$ cat config.mk
export PLATFORM = sky130hd
export DESIGN_NAME = owm_slot_engine
export DESIGN_NICKNAME = d
export VERILOG_FILES = /design/src/rtl/owm_pkg.sv /design/src/rtl/owm_tick_gen.sv /design/src/rtl/owm_bus_sync.sv /design/src/rtl/owm_slot_fsm.sv /design/src/rtl/owm_slot_engine.sv
export SDC_FILE = /design/constraint.sdc
export NUM_CORES = 1
export LEC_CHECK = 0
export ABC_AREA = 1
export BUFFER_PORTS_ARGS = -buffer_cell sky130_fd_sc_hd__buf_2
export CAP_MARGIN = 25
export CORE_ASPECT_RATIO = 0.9
export CORE_MARGIN = 2
export CORE_UTILIZATION = 62
export CTS_BUF_LIST = sky130_fd_sc_hd__clkbuf_8 sky130_fd_sc_hd__clkbuf_16
export DETAILED_ROUTE_END_ITERATION = 16
export PLACE_DENSITY = 0.83
export SLEW_MARGIN = 10
export SYNTH_ARGS = -nofsm -noshare
export SYNTH_HDL_FRONTEND = slang
export SYNTH_SLANG_ARGS = --single-unit
$ cat constraint.sdc
create_clock -name clk -period 5.15 [get_ports clk]
set_input_delay 0 -clock clk [delete_from_list [all_inputs] [get_ports clk]]
set_output_delay 0 -clock clk [all_outputs]
set_load 0.1 [all_outputs]
$ cat src/rtl/owm_pkg.sv
`timescale 1ns/1ps
package owm_pkg;

   typedef enum logic [1:0] {
      OP_RESET = 2'b00,
      OP_BIT   = 2'b01,
      OP_BYTE  = 2'b10,
      OP_NONE  = 2'b11
   } owm_op_e;

   typedef enum logic [3:0] {
      ST_IDLE,
      ST_RST_LOW,
      ST_RST_PRES,
      ST_RST_TAIL,
      ST_SL_LOW,
      ST_SL_PRE,
      ST_SL_POST,
      ST_SL_REC
   } owm_state_e;

   function automatic int unsigned owm_max(input int unsigned a, input int unsigned b);
      return (a > b) ? a : b;
   endfunction

endpackage

$ cat src/rtl/owm_tick_gen.sv
`timescale 1ns/1ps
module owm_tick_gen #(
   parameter int unsigned DIV = 50
) (
   input  logic clk,
   input  logic rst_n,
   input  logic restart,
   output logic tick
);
   localparam int unsigned CW = (DIV > 1) ? $clog2(DIV) : 1;

   generate
      if (DIV < 2) begin : g_bad_div
         $error("owm_tick_gen: DIV must be at least 2");
      end
   endgenerate

   logic [CW-1:0] cnt;

   always_ff @(posedge clk or negedge rst_n) begin
      if (!rst_n)
         cnt <= '0;
      else if (restart || cnt == CW'(DIV - 1))
         cnt <= '0;
      else
         cnt <= cnt + 1'b1;
   end

   assign tick = (cnt == CW'(DIV - 1));


   tick_gap_chk: assert property (@(posedge clk) disable iff (!rst_n)
      tick |=> !tick);

endmodule

$ cat src/rtl/owm_bus_sync.sv
`timescale 1ns/1ps
module owm_bus_sync #(
   parameter int unsigned STAGES = 2
) (
   input  logic clk,
   input  logic rst_n,
   input  logic d,
   output logic q
);
   generate
      if (STAGES < 2) begin : g_bad_stages
         $error("owm_bus_sync: STAGES must be at least 2");
      end
   endgenerate

   logic [STAGES-1:0] stg;

   always_ff @(posedge clk or negedge rst_n) begin
      if (!rst_n)
         stg <= '1;
      else
         stg <= {stg[STAGES-2:0], d};
   end

   assign q = stg[STAGES-1];

endmodule

$ cat src/rtl/owm_slot_fsm.sv
`timescale 1ns/1ps
module owm_slot_fsm
   import owm_pkg::*;
#(
   parameter int unsigned DATA_W         = 8,
   parameter int unsigned RST_LOW_US     = 480,
   parameter int unsigned RST_PRES_US    = 64,
   parameter int unsigned RST_TAIL_US    = 416,
   parameter int unsigned SLOT_INIT_US   = 2,
   parameter int unsigned SLOT_SAMPLE_US = 15,
   parameter int unsigned SLOT_LEN_US    = 60,
   parameter int unsigned RECOV_US       = 10
) (
   input  logic              clk,
   input  logic              rst_n,
   input  logic              tick,
   input  logic              bus_s,
   input  logic              cmd_start,
   input  logic [1:0]        cmd_op,
   input  logic [DATA_W-1:0] cmd_data,
   input  logic              cmd_spu,
   input  logic              spu_clear,
   output logic              tick_restart,
   output logic              busy,
   output logic              done,
   output logic [DATA_W-1:0] rx_data,
   output logic              rx_bit,
   output logic              no_presence,
   output logic              bus_short,
   output logic              drive_low,
   output logic              spu_en
);
   localparam int unsigned PRE_US  = SLOT_SAMPLE_US - SLOT_INIT_US;
   localparam int unsigned POST_US = SLOT_LEN_US - SLOT_SAMPLE_US;
   localparam int unsigned MAX_US  = owm_max(owm_max(owm_max(RST_LOW_US, RST_PRES_US),
                                             owm_max(RST_TAIL_US, SLOT_LEN_US)), RECOV_US);
   localparam int unsigned CW      = $clog2(MAX_US + 1);
   localparam int unsigned BCW     = (DATA_W > 1) ? $clog2(DATA_W) : 1;

   generate
      if (DATA_W < 2) begin : g_bad_width
         $error("owm_slot_fsm: DATA_W must be at least 2");
      end
      if (SLOT_INIT_US < 1 || SLOT_SAMPLE_US <= SLOT_INIT_US || SLOT_LEN_US <= SLOT_SAMPLE_US) begin : g_bad_slot
         $error("owm_slot_fsm: slot timing must satisfy 0 < INIT < SAMPLE < LEN");
      end
      if (RECOV_US < 1 || RST_LOW_US < 1 || RST_PRES_US < 1 || RST_TAIL_US < 1) begin : g_bad_rst
         $error("owm_slot_fsm: reset and recovery times must be nonzero");
      end
   endgenerate

   owm_state_e        state;
   logic [CW-1:0]     us_cnt;
   logic [CW-1:0]     dur;
   logic              phase_end;
   logic [DATA_W-1:0] sr;
   logic              slot_bit;
   logic [BCW-1:0]    bits_left;
   logic              spu_req;
   owm_op_e           op;

   assign op           = owm_op_e'(cmd_op);
   assign busy         = (state != ST_IDLE);
   assign tick_restart = (state == ST_IDLE) && cmd_start;
   assign rx_data      = sr;

   always_comb begin
      unique case (state)
         ST_RST_LOW:  dur = CW'(RST_LOW_US);
         ST_RST_PRES: dur = CW'(RST_PRES_US);
         ST_RST_TAIL: dur = CW'(RST_TAIL_US);
         ST_SL_LOW:   dur = CW'(SLOT_INIT_US);
         ST_SL_PRE:   dur = CW'(PRE_US);
         ST_SL_POST:  dur = CW'(POST_US);
         ST_SL_REC:   dur = CW'(RECOV_US);
         default:     dur = CW'(1);
      endcase
   end

   assign phase_end = tick && (us_cnt == dur - 1'b1);

   always_comb begin
      unique case (state)
         ST_RST_LOW, ST_SL_LOW:  drive_low = 1'b1;
         ST_SL_PRE, ST_SL_POST:  drive_low = !slot_bit;
         default:                drive_low = 1'b0;
      endcase
   end

   always_ff @(posedge clk or negedge rst_n) begin
      if (!rst_n) begin
         state       <= ST_IDLE;
         us_cnt      <= '0;
         sr          <= '0;
         slot_bit    <= 1'b0;
         bits_left   <= '0;
         spu_req     <= 1'b0;
         spu_en      <= 1'b0;
         done        <= 1'b0;
         rx_bit      <= 1'b0;
         no_presence <= 1'b0;
         bus_short   <= 1'b0;
      end else begin
         done <= 1'b0;
         if (spu_clear)
            spu_en <= 1'b0;
         if (state == ST_IDLE) begin
            if (cmd_start && op != OP_NONE) begin
               spu_en  <= 1'b0;
               us_cnt  <= '0;
               spu_req <= cmd_spu && (op == OP_BYTE);
               sr      <= cmd_data;
               if (op == OP_RESET) begin
                  state <= ST_RST_LOW;
               end else begin
                  state     <= ST_SL_LOW;
                  slot_bit  <= cmd_data[0];
                  bits_left <= (op == OP_BYTE) ? BCW'(DATA_W - 1) : '0;
               end
            end
         end else if (phase_end) begin
            us_cnt <= '0;
            unique case (state)
               ST_RST_LOW:  state <= ST_RST_PRES;
               ST_RST_PRES: begin
                  no_presence <= bus_s;
                  state       <= ST_RST_TAIL;
               end
               ST_RST_TAIL: begin
                  bus_short <= !bus_s;
                  state     <= ST_IDLE;
                  done      <= 1'b1;
               end
               ST_SL_LOW:   state <= ST_SL_PRE;
               ST_SL_PRE: begin
                  rx_bit <= slot_bit & bus_s;
                  state  <= ST_SL_POST;
               end
               ST_SL_POST: begin
                  sr <= {rx_bit, sr[DATA_W-1:1]};
                  if (bits_left == '0 && spu_req)
                     spu_en <= 1'b1;
                  state <= ST_SL_REC;
               end
               ST_SL_REC: begin
                  if (bits_left == '0) begin
                     state <= ST_IDLE;
                     done  <= 1'b1;
                  end else begin
                     bits_left <= bits_left - 1'b1;
                     slot_bit  <= sr[0];
                     state     <= ST_SL_LOW;
                  end
               end
               default: state <= ST_IDLE;
            endcase
         end else if (tick) begin
            us_cnt <= us_cnt + 1'b1;
         end
      end
   end


   spu_excl_chk: assert property (@(posedge clk) disable iff (!rst_n)
      !(spu_en && drive_low));


   spu_rise_chk: assert property (@(posedge clk) disable iff (!rst_n)
      $rose(spu_en) |-> (state == ST_SL_REC && bits_left == '0));


   done_pulse_chk: assert property (@(posedge clk) disable iff (!rst_n)
      done |-> (!busy && $past(busy)));


   phase_bound_chk: assert property (@(posedge clk) disable iff (!rst_n)
      busy |-> (us_cnt < dur));

endmodule

$ cat src/rtl/owm_slot_engine.sv
`timescale 1ns/1ps
module owm_slot_engine #(
   parameter int unsigned CLK_PER_US     = 50,
   parameter int unsigned DATA_W         = 8,
   parameter int unsigned SYNC_STAGES    = 2,
   parameter int unsigned RST_LOW_US     = 480,
   parameter int unsigned RST_PRES_US    = 64,
   parameter int unsigned RST_TAIL_US    = 416,
   parameter int unsigned SLOT_INIT_US   = 2,
   parameter int unsigned SLOT_SAMPLE_US = 15,
   parameter int unsigned SLOT_LEN_US    = 60,
   parameter int unsigned RECOV_US       = 10
) (
   input  logic              clk,
   input  logic              rst_n,
   input  logic              cmd_start,
   input  logic [1:0]        cmd_op,
   input  logic [DATA_W-1:0] cmd_data,
   input  logic              cmd_spu,
   input  logic              spu_clear,
   input  logic              bus_in,
   output logic              busy,
   output logic              done,
   output logic [DATA_W-1:0] rx_data,
   output logic              rx_bit,
   output logic              no_presence,
   output logic              bus_short,
   output logic              bus_drive_low,
   output logic              spu_en
);
   logic tick;
   logic tick_restart;
   logic bus_s;

   owm_tick_gen #(.DIV(CLK_PER_US)) u_tick (
      .clk     (clk),
      .rst_n   (rst_n),
      .restart (tick_restart),
      .tick    (tick)
   );

   owm_bus_sync #(.STAGES(SYNC_STAGES)) u_sync (
      .clk   (clk),
      .rst_n (rst_n),
      .d     (bus_in),
      .q     (bus_s)
   );

   owm_slot_fsm #(
      .DATA_W         (DATA_W),
      .RST_LOW_US     (RST_LOW_US),
      .RST_PRES_US    (RST_PRES_US),
      .RST_TAIL_US    (RST_TAIL_US),
      .SLOT_INIT_US   (SLOT_INIT_US),
      .SLOT_SAMPLE_US (SLOT_SAMPLE_US),
      .SLOT_LEN_US    (SLOT_LEN_US),
      .RECOV_US       (RECOV_US)
   ) u_fsm (
      .clk          (clk),
      .rst_n        (rst_n),
      .tick         (tick),
      .bus_s        (bus_s),
      .cmd_start    (cmd_start),
      .cmd_op       (cmd_op),
      .cmd_data     (cmd_data),
      .cmd_spu      (cmd_spu),
      .spu_clear    (spu_clear),
      .tick_restart (tick_restart),
      .busy         (busy),
      .done         (done),
      .rx_data      (rx_data),
      .rx_bit       (rx_bit),
      .no_presence  (no_presence),
      .bus_short    (bus_short),
      .drive_low    (bus_drive_low),
      .spu_en       (spu_en)
   );

endmodule

==> impl_metrics.json, run 1 <==
{
  "power_per_cell_area_mw_per_mm2": 669,
  "path_max_fanout": 21,
  "ys_seq_elements": 38,
  "root_buffer": "clkbuf_8",
  "p_clk_share_pct": 11.7,
  "grt_pass1_wl_mm": 9.85,
  "p_sw_share_pct": 56.6,
  "io_buffers": 30,
  "hold_path_depth": 3,
  "std_cell_rows": 21,
  "antenna_found_initial": 0,
  "setup_violations": 0,
  "wl_per_cell_microns": 13.5,
  "relSlewSlack_pct": 43.9,
  "crit_arrival_ns": 3.18,
  "grtUsageMet3_pct": 4.32,
  "grt-ovfl-total": 0,
  "drc": 0,
  "grt_max_degree": 39,
  "cts_buffers": 5,
  "crit_path_end_kind": "register",
  "dpl.cell_count": 403,
  "core_sq_mm": 0.00376,
  "syn_area_sq_mm": 0.00246,
  "rsz0062_at_grt": "false",
  "final_hold_viol_count": 0,
  "grt_pass1_vias": 2173,
  "hold_end": "u_fsm.spu_req$_DFFE_PN0P_",
  "fmax_mhz": 333,
  "cts_htree_levels": 2,
  "cts.path.max_buffers": 2,
  "r2r_setup_slack_ns": 2.15,
  "first_iter_violations": 178,
  "yosys-top-cells-area": "dfrtp_1 37%, nand2_1 20%, ha_1 5.6%",
  "power.switching_mw": 1.04,
  "min_period_ns": 3.00,
  "final_cells": 415,
  "clock_skew_ns": 0.00507,
  "async_flop_share_pct": 100,
  "path_clk_slew_ns": 0.07,
  "drv_cap": 0,
  "busiest_layer": "met2",
  "r2r_end": "u_fsm.rx_data[7]$_DFFE_PN0P_",
  "ios": 31,
  "leakage_nw": 1.50,
  "p_int_mw": 0.799,
  "r2r-start": "u_fsm.state[0]$_DFFE_PN0P_",
  "grt_use_met1_pct": 37.7,
  "hold_start": "cmd_start",
  "area_growth_pct": 11.9,
  "crit_type": "reg -> reg",
  "dp_hpwl_mm": 4.07,
  "yosys_most_used_dff": "dfrtp_1",
  "syn_area_per_cell_sq_um": 7.33,
  "synthTopCellsByCount": "131 x nand2_1, 36 x dfrtp_1, 32 x inv_1, 17 x nand3_1, 17 x nor2_1",
  "synth_top_area_cell": "dfrtp_1",
  "pwr-share-comb_pct": 61.4,
  "synth_top_area_share_pct": 36.7,
  "use_met2_pct": 44.0,
  "cp.required_ns": 5.33,
  "dieWidth_microns": 70.3,
  "start_util_pct": 65.4,
  "die_area_sq_mm": 0.00448,
  "hold_ws_ns": 0.0158,
  "drive_gt1_share_pct": 16.5,
  "n_fill_cell": 320,
  "fin_nets": 395,
  "yosysMostFrequentCell": "nand2_1",
  "dr.pass1.iters": 4,
  "cts_tree": "built",
  "syn-num-nets": 362,
  "start_kind": "register",
  "yosysSeqAreaShare_pct": 38.8,
  "seqPwrFrac_pct": 26.9,
  "clk_latency_ns": 0.29,
  "via_per_inst": 5.47,
  "grt_usage_pct": 27.7,
  "final_max_slew_viol_count": 0,
  "synth_edf_count": 0,
  "outcome": "finished, final reports clean",
  "via_count": 2269,
  "wl_mm": 5.59,
  "netlist_instances": 335,
  "synth_cell_type_count": 38,
  "ir_drop_v": 0.000405,
  "ctsResizeCount": 0,
  "power_mw": 1.84,
  "post-route-period-util_pct": 58.3,
  "final_antenna_net_count": 0,
  "tightestPinTransition_ns": 0.842,
  "setup_tns_ns": 0,
  "die_y_microns": 63.7,
  "gp_congestion": 0.875,
  "antenna_cells": 0,
  "worstHoldPathType": "in -> reg",
  "cts.sinks": 38,
  "ys_warn_count": 0,
  "reg2reg_depth": 19
}
[cells in the final DEF (no fill, tap or decap), types with 3 or more instances in the layout]
| cell type | count |
|---|---|
| buf_2 | 30 |
| nand2_2 | 3 |
| o21ai_2 | 3 |
| nor2_2 | 3 |
| o21ai_0 | 14 |
| xor2_1 | 4 |
| nand2_1 | 131 |
| inv_2 | 3 |
| xnor2_1 | 4 |
| ha_1 | 11 |
| a21oi_1 | 4 |
| nor3_1 | 5 |
| nand4_1 | 16 |
| nand3_1 | 17 |
| nand2_4 | 3 |
| inv_1 | 32 |
| nor2_1 | 17 |
| clkbuf_8 | 6 |
| dfrtp_1 | 36 |
| dlygate4sd3_1 | 4 |
[how the worst max path moves through the flow]
| stage | from | to | slack (ns) | cells past startpoint |
|---|---|---|---|---|
| detailed placement | u_fsm.state[0]$_DFFE_PN0P_ | u_fsm.rx_data[7]$_DFFE_PN0P_ | 2.18 | 19 |
| floorplan | u_fsm.state[0]$_DFFE_PN0P_ | bus_drive_low | 2.48 | 5 |
| global route | u_fsm.state[0]$_DFFE_PN0P_ | u_fsm.rx_data[3]$_DFFE_PN0P_ | 1.81 | 19 |
| finish | u_fsm.state[0]$_DFFE_PN0P_ | u_fsm.rx_data[7]$_DFFE_PN0P_ | 2.15 | 19 |
| global placement | u_fsm.state[1]$_DFFE_PN0P_ | u_fsm.rx_data[6]$_DFFE_PN0P_ | 2.32 | 19 |
| CTS | u_fsm.state[0]$_DFFE_PN0P_ | u_fsm.rx_data[0]$_DFFE_PN0P_ | 2.16 | 19 |
[logic make-up (layout without fill, tap and decap cells)]
| family | after synthesis | in the layout | share of synthesized area [%] |
|---|---|---|---|
| and+or+nand+nor | 205 | 205 | 37.8 |
| xor gates and xnor gates | 8 | 8 | 2.85 |
| adders and majority gates | 11 | 11 | 5.60 |
| AOI/OAI and AO/OA | 30 | 30 | 7.49 |
| DFF | 38 | 38 | 38.8 |
| buffers and inverters | 43 | 77 | 7.44 |
[worst max-delay path: stages (launching register included)]
cell	delay, ns
dfrtp_1	0.43
inv_1	0.11
ha_1	0.30
nand2_1	0.14
nand4_1	0.12
nand2_1	0.10
inv_1	0.05
ha_1	0.29
inv_1	0.06
nand2_1	0.04
nand2_1	0.06
nand3_1	0.09
nor2_2	0.15
nand2_1	0.08
nor2_2	0.13
nand2_4	0.13
nand2_4	0.23
nand3_2	0.19
nand2_1	0.14
nand2_1	0.06
[registers in the layout, summed over array words and instances (netlist names)]
name	flops
u_fsm.us_cnt	9
u_fsm.no_presence	1
u_tick.cnt	6
u_fsm.done	1
u_fsm.rx_bit	1
u_fsm.state	3
u_fsm.bits_left	3
u_fsm.spu_req	1
u_fsm.bus_short	1
u_fsm.slot_bit	1
u_fsm.spu_en	1
u_sync.stg	2
u_fsm.rx_data	8
[metal layers]
| layer | vias to the layer above | routed length, microns |
|---|---|---|
| met5 | - | 0 |
| met4 | 0 | 86 |
| met3 | 11 | 339 |
| met2 | 76 | 2600 |
| met1 | 1042 | 2560 |
| li1 | 1140 | - |
[layout make-up]
| type | instances | area (sq um) | share of cell area, % |
|---|---|---|---|
| Clock buffer | 6 | 82.6 | 3.01 |
| Clock inverter | 2 | 12.5 | 0.455 |
| Inverter | 35 | 131 | 4.78 |
| Multi-Input combinational cell | 254 | 1320 | 48.0 |
| Sequential cell | 38 | 953 | 34.7 |
| Tap cell | 46 | 57.6 | 2.09 |
| Timing Repair Buffer | 34 | 190 | 6.92 |
[metrics by stage]
step / cell area, sq um / utilization, % / setup slack (ns)
2_1_floorplan: 2460 / - / 2.48
3_3_place_gp: 2610 / 69.5 / 2.32
3_5_place_dp: 2610 / 69.5 / 2.18
4_1_cts: 2750 / 73.1 / 2.16
5_1_grt: 2750 / 73.1 / 1.81
6_report: 2750 / 73.1 / 2.15
[power groups by stage]
stage | sequential [mW] | combinational [mW] | clock (mW)
after floorplan | 0.631 | 0.794 | 0
after global placement | 0.494 | 1.09 | 0
after detailed placement | 0.495 | 1.12 | 0
after CTS | 0.491 | 1.13 | 0.220
after global routing | 0.509 | 1.26 | 0.230
final | 0.495 | 1.13 | 0.216
[what timing repair did]
item,CTS,global route
hold buffers,4,0
buffers inserted,0,0
hold endpoints to repair,39,0
No activity file was read; power rests on OpenSTA's default activity.
==> run 2, diff against run 1 <==
--- a/config.mk
+++ b/config.mk
@@ -5,15 +5,15 @@
 export SDC_FILE = /design/constraint.sdc
 export NUM_CORES = 1
 export LEC_CHECK = 0
-export ABC_AREA = 1
+export ABC_AREA = 0
 export BUFFER_PORTS_ARGS = -buffer_cell sky130_fd_sc_hd__buf_2
 export CAP_MARGIN = 25
 export CORE_ASPECT_RATIO = 0.9
 export CORE_MARGIN = 2
-export CORE_UTILIZATION = 62
+export CORE_UTILIZATION = 57
 export CTS_BUF_LIST = sky130_fd_sc_hd__clkbuf_8 sky130_fd_sc_hd__clkbuf_16
 export DETAILED_ROUTE_END_ITERATION = 16
-export PLACE_DENSITY = 0.83
+export PLACE_DENSITY = 0.77
 export SLEW_MARGIN = 10
 export SYNTH_ARGS = -nofsm -noshare
 export SYNTH_HDL_FRONTEND = slang
==> constraint.sdc (replaced) <==
create_clock -name clk -period 2.97 [get_ports clk]
set_input_delay 0 -clock clk [delete_from_list [all_inputs] [get_ports clk]]
set_output_delay 0 -clock clk [all_outputs]
set_load 0.1 [all_outputs]
==> run 2 against run 1 <==
Cell count down 16%. Worst hold slack lost 0.0015 ns. Core utilization is 0.055 points lower. Critical path depth shrank 7. Cell area is 6.1% higher. Clock power up 110%. Die area grew 2.9%. Clock skew decreased by 0.0029 ns. Largest cell class unchanged. Largest power group is now sequential cells. Highest routed layer unchanged.
==> impl_metrics.json, run 2 <==
{
  "dpl.cell_count": 333,
  "async_flop_share_pct": 100,
  "clk_latency_ns": 0.30,
  "synth-simple-area-share_pct": 18.2,
  "synth_top_family_by_area": "compound AO/OA/AOI/OAI gates",
  "tightestPinTransition_ns": 0.872,
  "cts.path.max_buffers": 2,
  "regArea_sq_um": 956,
  "leakage_nw": 1.31,
  "drv_cap": 0,
  "wl_per_cell_microns": 16.7,
  "clock_skew_ns": 0.00217,
  "antenna_found_initial": 0,
  "synth_top_area_cell": "dfrtp_1",
  "largest_reg_flops": 9,
  "dp_hpwl_mm": 3.92,
  "synth_top_area_share_pct": 38.7,
  "yosys_most_used_dff": "dfrtp_1",
  "n_fill_cell": 287,
  "synth_cell_type_count": 53,
  "synth-xor-area-share_pct": 4.51,
  "min_period_ns": 2.94,
  "dieWidth_microns": 71.4,
  "grt-ovfl-total": 0,
  "io_buffers": 30,
  "std_cell_rows": 22,
  "crit_path_end_kind": "register",
  "yosysMostFrequentCell": "dfrtp_1",
  "crit_arrival_ns": 3.13,
  "final_max_slew_viol_count": 0,
  "dr.pass1.iters": 4,
  "path_max_fanout": 7,
  "grt_pass1_wl_mm": 8.98,
  "grt_pass1_vias": 1865,
  "yosysSeqAreaShare_pct": 40.9,
  "area_growth_pct": 25.3,
  "yosys-top-cells-area": "dfrtp_1 39%, ha_1 5.9%, a21oi_1 4.3%",
  "rsz0062_at_grt": "true",
  "cp.required_ns": 3.15,
  "ir_drop_v": 0.000231,
  "final_cells": 349,
  "synthMuxAreaShare_pct": 1.83,
  "setup_violations": 0,
  "synth_edf_count": 0,
  "cts_buffers": 5,
  "first_iter_violations": 168,
  "grt_usage_pct": 25.2,
  "crit_type": "reg -> reg",
  "cts_htree_levels": 2,
  "ys_seq_elements": 38,
  "grt_max_degree": 39,
  "ys_warn_count": 0,
  "path_clk_slew_ns": 0.08,
  "start_kind": "register",
  "worstHoldPathType": "in -> reg",
  "outcome": "finished, final reports clean",
  "via_count": 2062,
  "largest-register": "u_fsm.us_cnt",
  "syn_area_per_cell_sq_um": 9.39,
  "core_sq_mm": 0.00399,
  "die_area_sq_mm": 0.00461,
  "relSlewSlack_pct": 41.9,
  "wl_mm": 5.82,
  "final_antenna_net_count": 0,
  "synthAdderAreaFrac_pct": 5.91,
  "antenna_cells": 0,
  "root_buffer": "clkbuf_8",
  "syn-num-nets": 275,
  "power_per_cell_area_mw_per_mm2": 351,
  "final_hold_viol_count": 0,
  "cts.sinks": 38,
  "die_y_microns": 64.6,
  "via_per_inst": 5.91,
  "mostFrequentLayoutCell": "dfrtp_1",
  "synthTopCellsByCount": "36 x dfrtp_1, 21 x nor2_1, 20 x a21oi_1, 17 x nand2_1, 14 x inv_1",
  "start_util_pct": 58.3,
  "gp_congestion": 0.850,
  "drc": 0,
  "place_ws_ns": -0.0311,
  "cts_tree": "built",
  "syn_area_sq_mm": 0.00233,
  "ios": 31,
  "drive_gt1_share_pct": 30.6,
  "mostFrequentLayoutCells": "34 x dfrtp_1, 30 x buf_2, 25 x buf_4, 20 x nor2_1, 18 x a21oi_1",
  "netlist_instances": 248,
  "post-route-period-util_pct": 99.1,
  "synth-compound-area-share_pct": 23.7,
  "setup_ws_ns": 0.0256,
  "multi_input_area_sq_mm": 0.00135,
  "fmax_mhz": 340,
  "fin_nets": 328
}
run 2: cell types whose count changed in the layout (fill, tap and decap cells not counted), moves of 4 or more:
cell     change
ha_1         -4
o22ai_1      +7
buf_4       +25
nand3_1      -8
nand2_1    -114
o32a_1       +8
o21a_1       +9
a21oi_1     +14
and3_1       +5
nand4_1     -12
inv_1       -20
run 2: report_power, final:
group	total (mW)	switching [mW]	internal, mW
logic	0.0430	0.0280	0.0150
registers	0.524	0.00246	0.521
clock network	0.456	0.187	0.269
run 2: kinds of logic after synthesis:
| family | Yosys count |
|---|---|
| AO/OA/AOI/OAI | 77 |
| multiplexers | 4 |
| XOR/XNOR | 12 |
| AND/OR/NAND/NOR | 79 |
| buffers and inverters | 27 |
| flip-flops | 38 |
| adder cells (fa/ha/maj) | 11 |
run 2: layer usage:
| metal | track usage [%] | wire length, microns | vias to the layer above |
|---|---|---|---|
| met5 | 0 | 0 | - |
| met4 | 7.08 | 88 | 0 |
| met3 | 6.69 | 312 | 9 |
| met2 | 38.5 | 2710 | 65 |
| met1 | 35.4 | 2710 | 984 |
| li1 | - | - | 1004 |
run 2: path summary, 6_finish.rpt:
| kind | depth (start not counted) | startpoint | endpoint | slack [ns] |
|---|---|---|---|---|
| setup / recovery | 12 | u_fsm.state[0]$_DFFE_PN0P_ | u_fsm.state[1]$_DFFE_PN0P_ | 0.03 |
| hold / removal | 3 | cmd_start | u_fsm.state[2]$_DFFE_PN0P_ | 0.01 |
| setup reg to reg | 12 | u_fsm.state[0]$_DFFE_PN0P_ | u_fsm.state[1]$_DFFE_PN0P_ | 0.03 |
| hold reg to reg | 0 | u_sync.stg[0]$_DFF_PN1_ | u_sync.stg[1]$_DFF_PN1_ | 0.36 |
| max in group asynchronous | 2 | rst_n | u_fsm.state[1]$_DFFE_PN0P_ | 2.03 |
| min in group asynchronous | 2 | rst_n | u_fsm.state[0]$_DFFE_PN0P_ | 0.35 |
run 2: cell type report:
class,count,share of cell area (%)
clock buffer,6,2.83
tap,48,2.06
inverter,14,1.97
multi-input combinational,183,46.3
timing repair buffer,59,13.0
clock inverter,1,1.03
sequential,38,32.8
run 2: timing repair:
action | CTS | global route
endpoints found under the hold margin | 38 | 0
endpoints found under the setup margin | 13 | 18
pin swaps | 0 | 9
hold buffers | 3 | 0
setup buffers | 1 | 5
gates resized for setup | 3 | 16
run 2: through the flow:
stage               hold WS, ns  setup TNS (ns)  power, mW  cell area, sq um  util, %
finish                   0.0143               0       1.02              2920     73.1
global route             0.0384          -0.171       1.05              2920     73.1
CTS                      0.0151         -0.0217       1.03              2800     70.3
detailed placement        0.117         -0.0612      0.574              2650     66.3
global placement          0.106               0      0.573              2650     66.3
floorplan                -0.296          -0.104      0.550              2350        -
run 2: critical path: stages (launching register included):
cell	delay, ns
dfrtp_2	0.45
inv_4	0.07
ha_4	0.18
o21ai_2	0.15
a21boi_2	0.17
ha_1	0.25
xnor2_1	0.13
a311o_1	0.31
a2111oi_4	0.32
nand3_2	0.16
buf_6	0.17
a21oi_4	0.16
mux2_4	0.31
